### config.mk
export PLATFORM = sky130hd
export DESIGN_NAME = irq_prio_ctrl
export DESIGN_NICKNAME = d
export VERILOG_FILES = /design/src/rtl/irq_pkg.sv /design/src/rtl/irq_cfg_regs.sv /design/src/rtl/irq_level_pick.sv /design/src/rtl/irq_nest_fsm.sv /design/src/rtl/irq_prio_ctrl.sv
export SDC_FILE = /design/constraint.sdc
export NUM_CORES = 1
export LEC_CHECK = 0
export BUFFER_PORTS_ARGS = -buffer_cell sky130_fd_sc_hd__buf_2
export CORE_UTILIZATION = 51
export CTS_CLUSTER_SIZE = 40
export DETAILED_ROUTE_END_ITERATION = 8
export PLACE_DENSITY = 0.76
export SLEW_MARGIN = 20
export SYNTH_ARGS = -nofsm -noshare
export SYNTH_HDL_FRONTEND = slang
export SYNTH_HIERARCHICAL = 1
export SYNTH_SLANG_ARGS = --single-unit
### constraint.sdc
create_clock -name clk -period 2.6 [get_ports clk]
set_input_delay 0.26 -clock clk [delete_from_list [all_inputs] [get_ports clk]]
set_output_delay 0.26 -clock clk [all_outputs]
set_load 0.01 [all_outputs]
### src/rtl/irq_pkg.sv
package irq_pkg;

    localparam int unsigned SRC_COUNT = 5;
    localparam int unsigned CODE_W    = 3;
    localparam int unsigned CFG_W     = 8;

    // delivery of one request to the core
    typedef enum logic {
        DLV_IDLE = 1'b0,
        DLV_REQ  = 1'b1
    } dlv_state_e;

    // which priority levels currently have a handler running
    typedef enum logic [1:0] {
        SVC_NONE = 2'd0,
        SVC_LO   = 2'd1,
        SVC_HI   = 2'd2,
        SVC_BOTH = 2'd3
    } svc_state_e;

endpackage

### src/rtl/irq_cfg_regs.sv
module irq_cfg_regs #(
    parameter int unsigned NSRC  = irq_pkg::SRC_COUNT,
    parameter int unsigned REG_W = irq_pkg::CFG_W
) (
    input  logic             clk,
    input  logic             rst_n,
    input  logic             wr_en,
    input  logic             wr_sel,
    input  logic [REG_W-1:0] wr_data,
    input  logic             rd_sel,
    output logic [REG_W-1:0] rd_data,
    output logic [NSRC-1:0]  src_en,
    output logic [NSRC-1:0]  src_hi,
    output logic             master_en
);

    localparam int unsigned MASTER_BIT = REG_W - 1;

    logic [NSRC-1:0] en_q;
    logic [NSRC-1:0] hi_q;
    logic            master_q;

    always_ff @(posedge clk or negedge rst_n) begin
        if (!rst_n) begin
            en_q     <= '0;
            hi_q     <= '0;
            master_q <= 1'b0;
        end else if (wr_en) begin
            if (!wr_sel) begin
                en_q     <= wr_data[NSRC-1:0];
                master_q <= wr_data[MASTER_BIT];
            end else begin
                hi_q     <= wr_data[NSRC-1:0];
            end
        end
    end

    always_comb begin
        rd_data = '0;
        if (!rd_sel) begin
            rd_data[NSRC-1:0]  = en_q;
            rd_data[MASTER_BIT] = master_q;
        end else begin
            rd_data[NSRC-1:0]  = hi_q;
        end
    end

    assign src_en    = en_q;
    assign src_hi    = hi_q;
    assign master_en = master_q;

endmodule

### src/rtl/irq_level_pick.sv
module irq_level_pick #(
    parameter int unsigned NSRC   = irq_pkg::SRC_COUNT,
    parameter int unsigned CODE_W = irq_pkg::CODE_W
) (
    input  logic [NSRC-1:0]   req,
    output logic              valid,
    output logic [CODE_W-1:0] idx,
    output logic [NSRC-1:0]   gnt
);

    // one-hot grant: a line wins only when every lower index is quiet
    genvar gi;
    generate
        for (gi = 0; gi < NSRC; gi++) begin : g_gnt
            if (gi == 0) begin : g_first
                assign gnt[gi] = req[gi];
            end else begin : g_rest
                assign gnt[gi] = req[gi] & ~(|req[gi-1:0]);
            end
        end
    endgenerate

    always_comb begin
        idx = '0;
        for (int i = 0; i < NSRC; i++) begin
            if (gnt[i]) begin
                idx = CODE_W'(i);
            end
        end
    end

    assign valid = |req;

endmodule

### src/rtl/irq_nest_fsm.sv
module irq_nest_fsm (
    input  logic clk,
    input  logic rst_n,
    input  logic ack_fire,
    input  logic ack_hi,
    input  logic reti,
    output logic lo_busy,
    output logic hi_busy
);
    import irq_pkg::*;

    svc_state_e svc_q;
    svc_state_e svc_d;
    svc_state_e popped;

    // return first, then the accepted level is pushed on top
    always_comb begin
        popped = svc_q;
        if (reti) begin
            unique case (svc_q)
                SVC_NONE: popped = SVC_NONE;
                SVC_LO:   popped = SVC_NONE;
                SVC_HI:   popped = SVC_NONE;
                SVC_BOTH: popped = SVC_LO;
                default:  popped = SVC_NONE;
            endcase
        end
        svc_d = popped;
        if (ack_fire) begin
            unique case (popped)
                SVC_NONE: svc_d = ack_hi ? SVC_HI : SVC_LO;
                SVC_LO:   svc_d = ack_hi ? SVC_BOTH : SVC_LO;
                SVC_HI:   svc_d = SVC_HI;
                SVC_BOTH: svc_d = SVC_BOTH;
                default:  svc_d = SVC_NONE;
            endcase
        end
    end

    always_ff @(posedge clk or negedge rst_n) begin
        if (!rst_n) begin
            svc_q <= SVC_NONE;
        end else begin
            svc_q <= svc_d;
        end
    end

    always_comb begin
        lo_busy = 1'b0;
        hi_busy = 1'b0;
        unique case (svc_q)
            SVC_NONE: begin end
            SVC_LO:   lo_busy = 1'b1;
            SVC_HI:   hi_busy = 1'b1;
            SVC_BOTH: begin
                lo_busy = 1'b1;
                hi_busy = 1'b1;
            end
            default:  begin end
        endcase
    end

    // a return with both levels active leaves only low in service
    p_pop_top_r10: assert property (@(posedge clk) disable iff (!rst_n)
        (svc_q == SVC_BOTH && reti && !ack_fire) |=> (lo_busy && !hi_busy));

    // return plus high acknowledge from low ends in high only
    p_ack_reti_r11: assert property (@(posedge clk) disable iff (!rst_n)
        (svc_q == SVC_LO && reti && ack_fire && ack_hi) |=> (hi_busy && !lo_busy));

endmodule

### src/rtl/irq_prio_ctrl.sv
module irq_prio_ctrl #(
    parameter int unsigned NSRC   = irq_pkg::SRC_COUNT,
    parameter int unsigned CODE_W = irq_pkg::CODE_W,
    parameter int unsigned REG_W  = irq_pkg::CFG_W
) (
    input  logic              clk,
    input  logic              rst_n,
    input  logic [NSRC-1:0]   irq_raw,
    input  logic              reg_wr_en,
    input  logic              reg_wr_sel,
    input  logic [REG_W-1:0]  reg_wr_data,
    input  logic              reg_rd_sel,
    output logic [REG_W-1:0]  reg_rd_data,
    output logic              cpu_req,
    output logic [CODE_W-1:0] cpu_vec,
    input  logic              cpu_ack,
    input  logic              cpu_reti
);
    import irq_pkg::*;

    localparam int unsigned NLVL = 2;

    logic [NSRC-1:0]   src_en;
    logic [NSRC-1:0]   src_hi;
    logic              master_en;
    logic [NSRC-1:0]   pend;

    logic [NSRC-1:0]   lvl_req   [NLVL];
    logic [NSRC-1:0]   lvl_gnt   [NLVL];
    logic              lvl_valid [NLVL];
    logic [CODE_W-1:0] lvl_idx   [NLVL];

    logic              lo_busy;
    logic              hi_busy;
    logic              cand_valid;
    logic              cand_hi;
    logic [CODE_W-1:0] cand_idx;

    dlv_state_e        dlv_q;
    dlv_state_e        dlv_d;
    logic [CODE_W-1:0] vec_q;
    logic [CODE_W-1:0] vec_d;
    logic              lvl_q;
    logic              lvl_d;
    logic              ack_fire;

    irq_cfg_regs #(
        .NSRC  (NSRC),
        .REG_W (REG_W)
    ) u_regs (
        .clk       (clk),
        .rst_n     (rst_n),
        .wr_en     (reg_wr_en),
        .wr_sel    (reg_wr_sel),
        .wr_data   (reg_wr_data),
        .rd_sel    (reg_rd_sel),
        .rd_data   (reg_rd_data),
        .src_en    (src_en),
        .src_hi    (src_hi),
        .master_en (master_en)
    );

    assign pend = irq_raw & src_en & {NSRC{master_en}};

    // level 0 is low, level 1 is high
    genvar gl;
    generate
        for (gl = 0; gl < NLVL; gl++) begin : g_lvl
            if (gl == 0) begin : g_low
                assign lvl_req[gl] = pend & ~src_hi;
            end else begin : g_high
                assign lvl_req[gl] = pend & src_hi;
            end

            irq_level_pick #(
                .NSRC   (NSRC),
                .CODE_W (CODE_W)
            ) u_pick (
                .req   (lvl_req[gl]),
                .valid (lvl_valid[gl]),
                .idx   (lvl_idx[gl]),
                .gnt   (lvl_gnt[gl])
            );

            // at most one granted line per level, and only a requesting one
            p_gnt_onehot_r5: assert property (@(posedge clk) disable iff (!rst_n)
                $onehot0(lvl_gnt[gl]) && ((lvl_gnt[gl] & ~lvl_req[gl]) == '0));
        end
    endgenerate

    irq_nest_fsm u_nest (
        .clk      (clk),
        .rst_n    (rst_n),
        .ack_fire (ack_fire),
        .ack_hi   (lvl_q),
        .reti     (cpu_reti),
        .lo_busy  (lo_busy),
        .hi_busy  (hi_busy)
    );

    // eligible candidate given what is already in service
    always_comb begin
        cand_valid = 1'b0;
        cand_hi    = 1'b0;
        cand_idx   = '0;
        if (lvl_valid[1] && !hi_busy) begin
            cand_valid = 1'b1;
            cand_hi    = 1'b1;
            cand_idx   = lvl_idx[1];
        end else if (lvl_valid[0] && !hi_busy && !lo_busy) begin
            cand_valid = 1'b1;
            cand_idx   = lvl_idx[0];
        end
    end

    assign ack_fire = (dlv_q == DLV_REQ) && cpu_ack;

    // delivery next-state and latch
    always_comb begin
        dlv_d = dlv_q;
        vec_d = vec_q;
        lvl_d = lvl_q;
        unique case (dlv_q)
            DLV_IDLE: begin
                if (cand_valid) begin
                    dlv_d = DLV_REQ;
                    vec_d = cand_idx;
                    lvl_d = cand_hi;
                end
            end
            DLV_REQ: begin
                if (cpu_ack) begin
                    dlv_d = DLV_IDLE;
                end else if (!master_en) begin
                    dlv_d = DLV_IDLE;
                end else if (cand_valid && cand_hi && !lvl_q) begin
                    vec_d = cand_idx;
                    lvl_d = 1'b1;
                end
            end
            default: dlv_d = DLV_IDLE;
        endcase
    end

    always_ff @(posedge clk or negedge rst_n) begin
        if (!rst_n) begin
            dlv_q <= DLV_IDLE;
            vec_q <= '0;
            lvl_q <= 1'b0;
        end else begin
            dlv_q <= dlv_d;
            vec_q <= vec_d;
            lvl_q <= lvl_d;
        end
    end

    always_comb begin
        cpu_req = 1'b0;
        cpu_vec = '0;
        unique case (dlv_q)
            DLV_IDLE: begin end
            DLV_REQ: begin
                cpu_req = 1'b1;
                cpu_vec = vec_q;
            end
            default: begin end
        endcase
    end

    // master enable off means no request after the next edge
    p_master_off_r3: assert property (@(posedge clk) disable iff (!rst_n)
        !master_en |=> !cpu_req);

    // an unacknowledged request stays up
    p_req_hold_r7: assert property (@(posedge clk) disable iff (!rst_n)
        (cpu_req && !cpu_ack && master_en) |=> cpu_req);

    // a held high-level request keeps its vector
    p_vec_stable_r7: assert property (@(posedge clk) disable iff (!rst_n)
        (cpu_req && !cpu_ack && master_en && lvl_q) |=> $stable(cpu_vec));

    // nothing is requested while a high handler runs
    p_hi_blocks_r9: assert property (@(posedge clk) disable iff (!rst_n)
        hi_busy |-> !cpu_req);

    // a stray acknowledge leaves the service state alone
    p_ack_idle_r12: assert property (@(posedge clk) disable iff (!rst_n)
        (!cpu_req && cpu_ack && !cpu_reti) |=> $stable({lo_busy, hi_busy}));

endmodule

==> results.md <==
- Synthesized netlist cell count: about 120
- Die Outline Area: 2450 um2
- Critical Path Sink Type: flip-flop
- Mapped Area: between 1000 and 1500 um2
- Core box area: 2040 um2
- Pin count of the biggest net entering global routing: 19
- Time the final worst path needs with I/O delays and setup: 1970 ps
- Leakage power: around 0.65 nW
- Highest clock frequency the design can meet: 507 MHz
- Total wire length: roughly 2100 um
- Number of violations reported at the end of detailed-routing iteration 0: 20
- Class of the tightest hold or removal check: input port to flip-flop
- Avg Cell Area, Syn: 9.66 um2
- Proportion of layout cells with a drive suffix above 1: 0.434
- Max rail drop VDD: 0.000376 V
- Global-route total usage across every layer: 0.198
- DRC viols: 0
- HPWL after DPL: 1590 um
- Mean number of vias per cell: a little over 5
- Vertical die dimension: 49.5 um
- Area growth from synthesis to layout: 14.8%
- Io pins: 32
- Yosys Warn Count: 6
- Setup repair after global routing missed its margin: false
- Post-CTS clock slew at the launch and capture registers of the worst setup and hold paths: about 110 ps
- Maximum level of the CTS H-tree: 1
- Final max-slew violation count: 0
- Slowest cell on the critical path: dfrtp_1
- Number of core rows: 16
- Cells traversed along the worst timing path: nand3_1 -> nor2_1 -> nor2_2 -> nand3b_1 -> nand2_2 -> o21ai_2 -> mux2_2
- Number of nets with antenna violations after detailed routing: 0
- Maximum clock path buffer count: 2
- Total grt overflow: 0
- Clock latency at the later pin of the worst-skew pair: 300 ps
- Result of the run: finished, final reports clean
- Final-layout setup total negative slack: 0 ps
- Number of I/O port buffers: 27
- PostCTS Resize Cnt: 0
- Via count of the first global-routing pass: 896
- Final weighted congestion of routability-driven global placement: 0.779
- Startpoint Class: flip-flop
- Detail-routed net length per standard cell: ~12 um
- Maximum fanout along the worst path: 9
- Antenna violations before repair: 0
- Hold Fails Final Rpt: 0
- Global-route wire length before repair: 3720 um
- Kind of critical path: flip-flop to flip-flop
- Post-route clock period utilization: 0.758
- Number of sinks handled by clock tree synthesis: 18
- Number of diodes: 0
- Overall power of the completed layout: 0.000880 W
- Cell area power density: 667 nW/um2
- Cts bufs inserted: 3
- Clock skew: 7.29 ps
- Number of detailed-routing iterations run before antenna repair: 4
- Worst EP required: 2790 ps
- DR vias: 870
- Data arrival, critical path: 2170 ps
- Total of endpoints with negative setup slack in the final report: 0
- Cell at the root of the clock tree: clkbuf_4
- Final #Nets: 166
- Width of the chip: approximately 49 um
- Slowest cell delay on critical path: approximately 520 ps
- Max-Cap Viols: 0
- Clock tree from TritonCTS: done
- Starting Density: 0.563
report_power, final:
group | switching, W | total (W) | internal, W
sequential | 0.0000709 | 0.000412 | 0.000341
combinational | 0.000142 | 0.000293 | 0.000151
clock | 0.0000903 | 0.000176 | 0.0000853
total | 0.000303 | 0.000880 | 0.000578
state kept, by name (all words and copies together) (netlist names), named ones only:
register,cells
u_regs/src_en,5
u_regs/src_hi,5
vec_q,3
dlv_q,1
lvl_q,1
u_nest/svc_q,1
u_regs/master_en,1
placed cells by master, fill, tap and decap left out, drive strengths merged, types with 4 or more instances in the layout:
| master | n |
|---|---|
| buf | 27 |
| nor2 | 19 |
| mux2 | 19 |
| dfrtp | 18 |
| inv | 9 |
| a21oi | 8 |
| nand2 | 8 |
| nand3 | 5 |
| nand3b | 5 |
| nand2b | 5 |
| and2 | 4 |
| clkbuf | 4 |
| o21ai | 4 |
worst paths after layout:
check,from,to,slack [ps],depth (start not counted)
hold reg to reg,vec_q[1],vec_q[1],510,1
min in group asynchronous,rst_n,u_regs/src_hi[3],410,2
max in group asynchronous,rst_n,u_regs/src_en[0],1910,2
hold / removal,reg_wr_data[7],u_regs/master_en,200,2
setup / recovery,u_regs/master_en,vec_q[2],630,7
setup reg to reg,u_regs/master_en,vec_q[2],630,7
metrics by stage:
| stage | std cells | worst slack [ps] | instance area (um2) | hold slack (ps) | util |
|---|---|---|---|---|---|
| 6_report | 172 | 629 | 1320 | 195 | 0.646 |
| 5_1_grt | 172 | 387 | 1320 | 190 | 0.646 |
| 4_1_cts | 172 | 609 | 1320 | 182 | 0.646 |
| 3_5_place_dp | 167 | 624 | 1270 | 214 | 0.624 |
| 3_3_place_gp | 167 | 664 | 1270 | 204 | 0.624 |
| 2_1_floorplan | 120 | 848 | 1150 | -35.6 | - |
layer usage:
layer	GRT usage	routed length, um	vias to the layer above
met5	0	0	-
met4	0.0762	12	0
met3	0.0309	88	2
met2	0.352	1010	28
met1	0.238	975	405
li1	-	-	435
cell type report:
cell class,count,area [um2]
inverters,9,33.8
multi-input cells,86,621
flip-flops and latches,18,450
well taps,27,33.8
fillers,176,722
clock buffers,4,36.3
repair buffers,28,145
worst max-delay path, delay by kind of cell (launching register included):
| kind | cells | cell delay [ps] |
|---|---|---|
| mux | 1 | 350 |
| simple gates | 5 | 820 |
| compound gates | 1 | 180 |
| flops | 1 | 520 |
timing repair:
action                     CTS  global route
hold buffers                 1             0
hold endpoints to repair    18             0
buffers inserted             0             0
setup endpoints to repair    0             0
No activity file was read; power rests on OpenSTA's default activity.
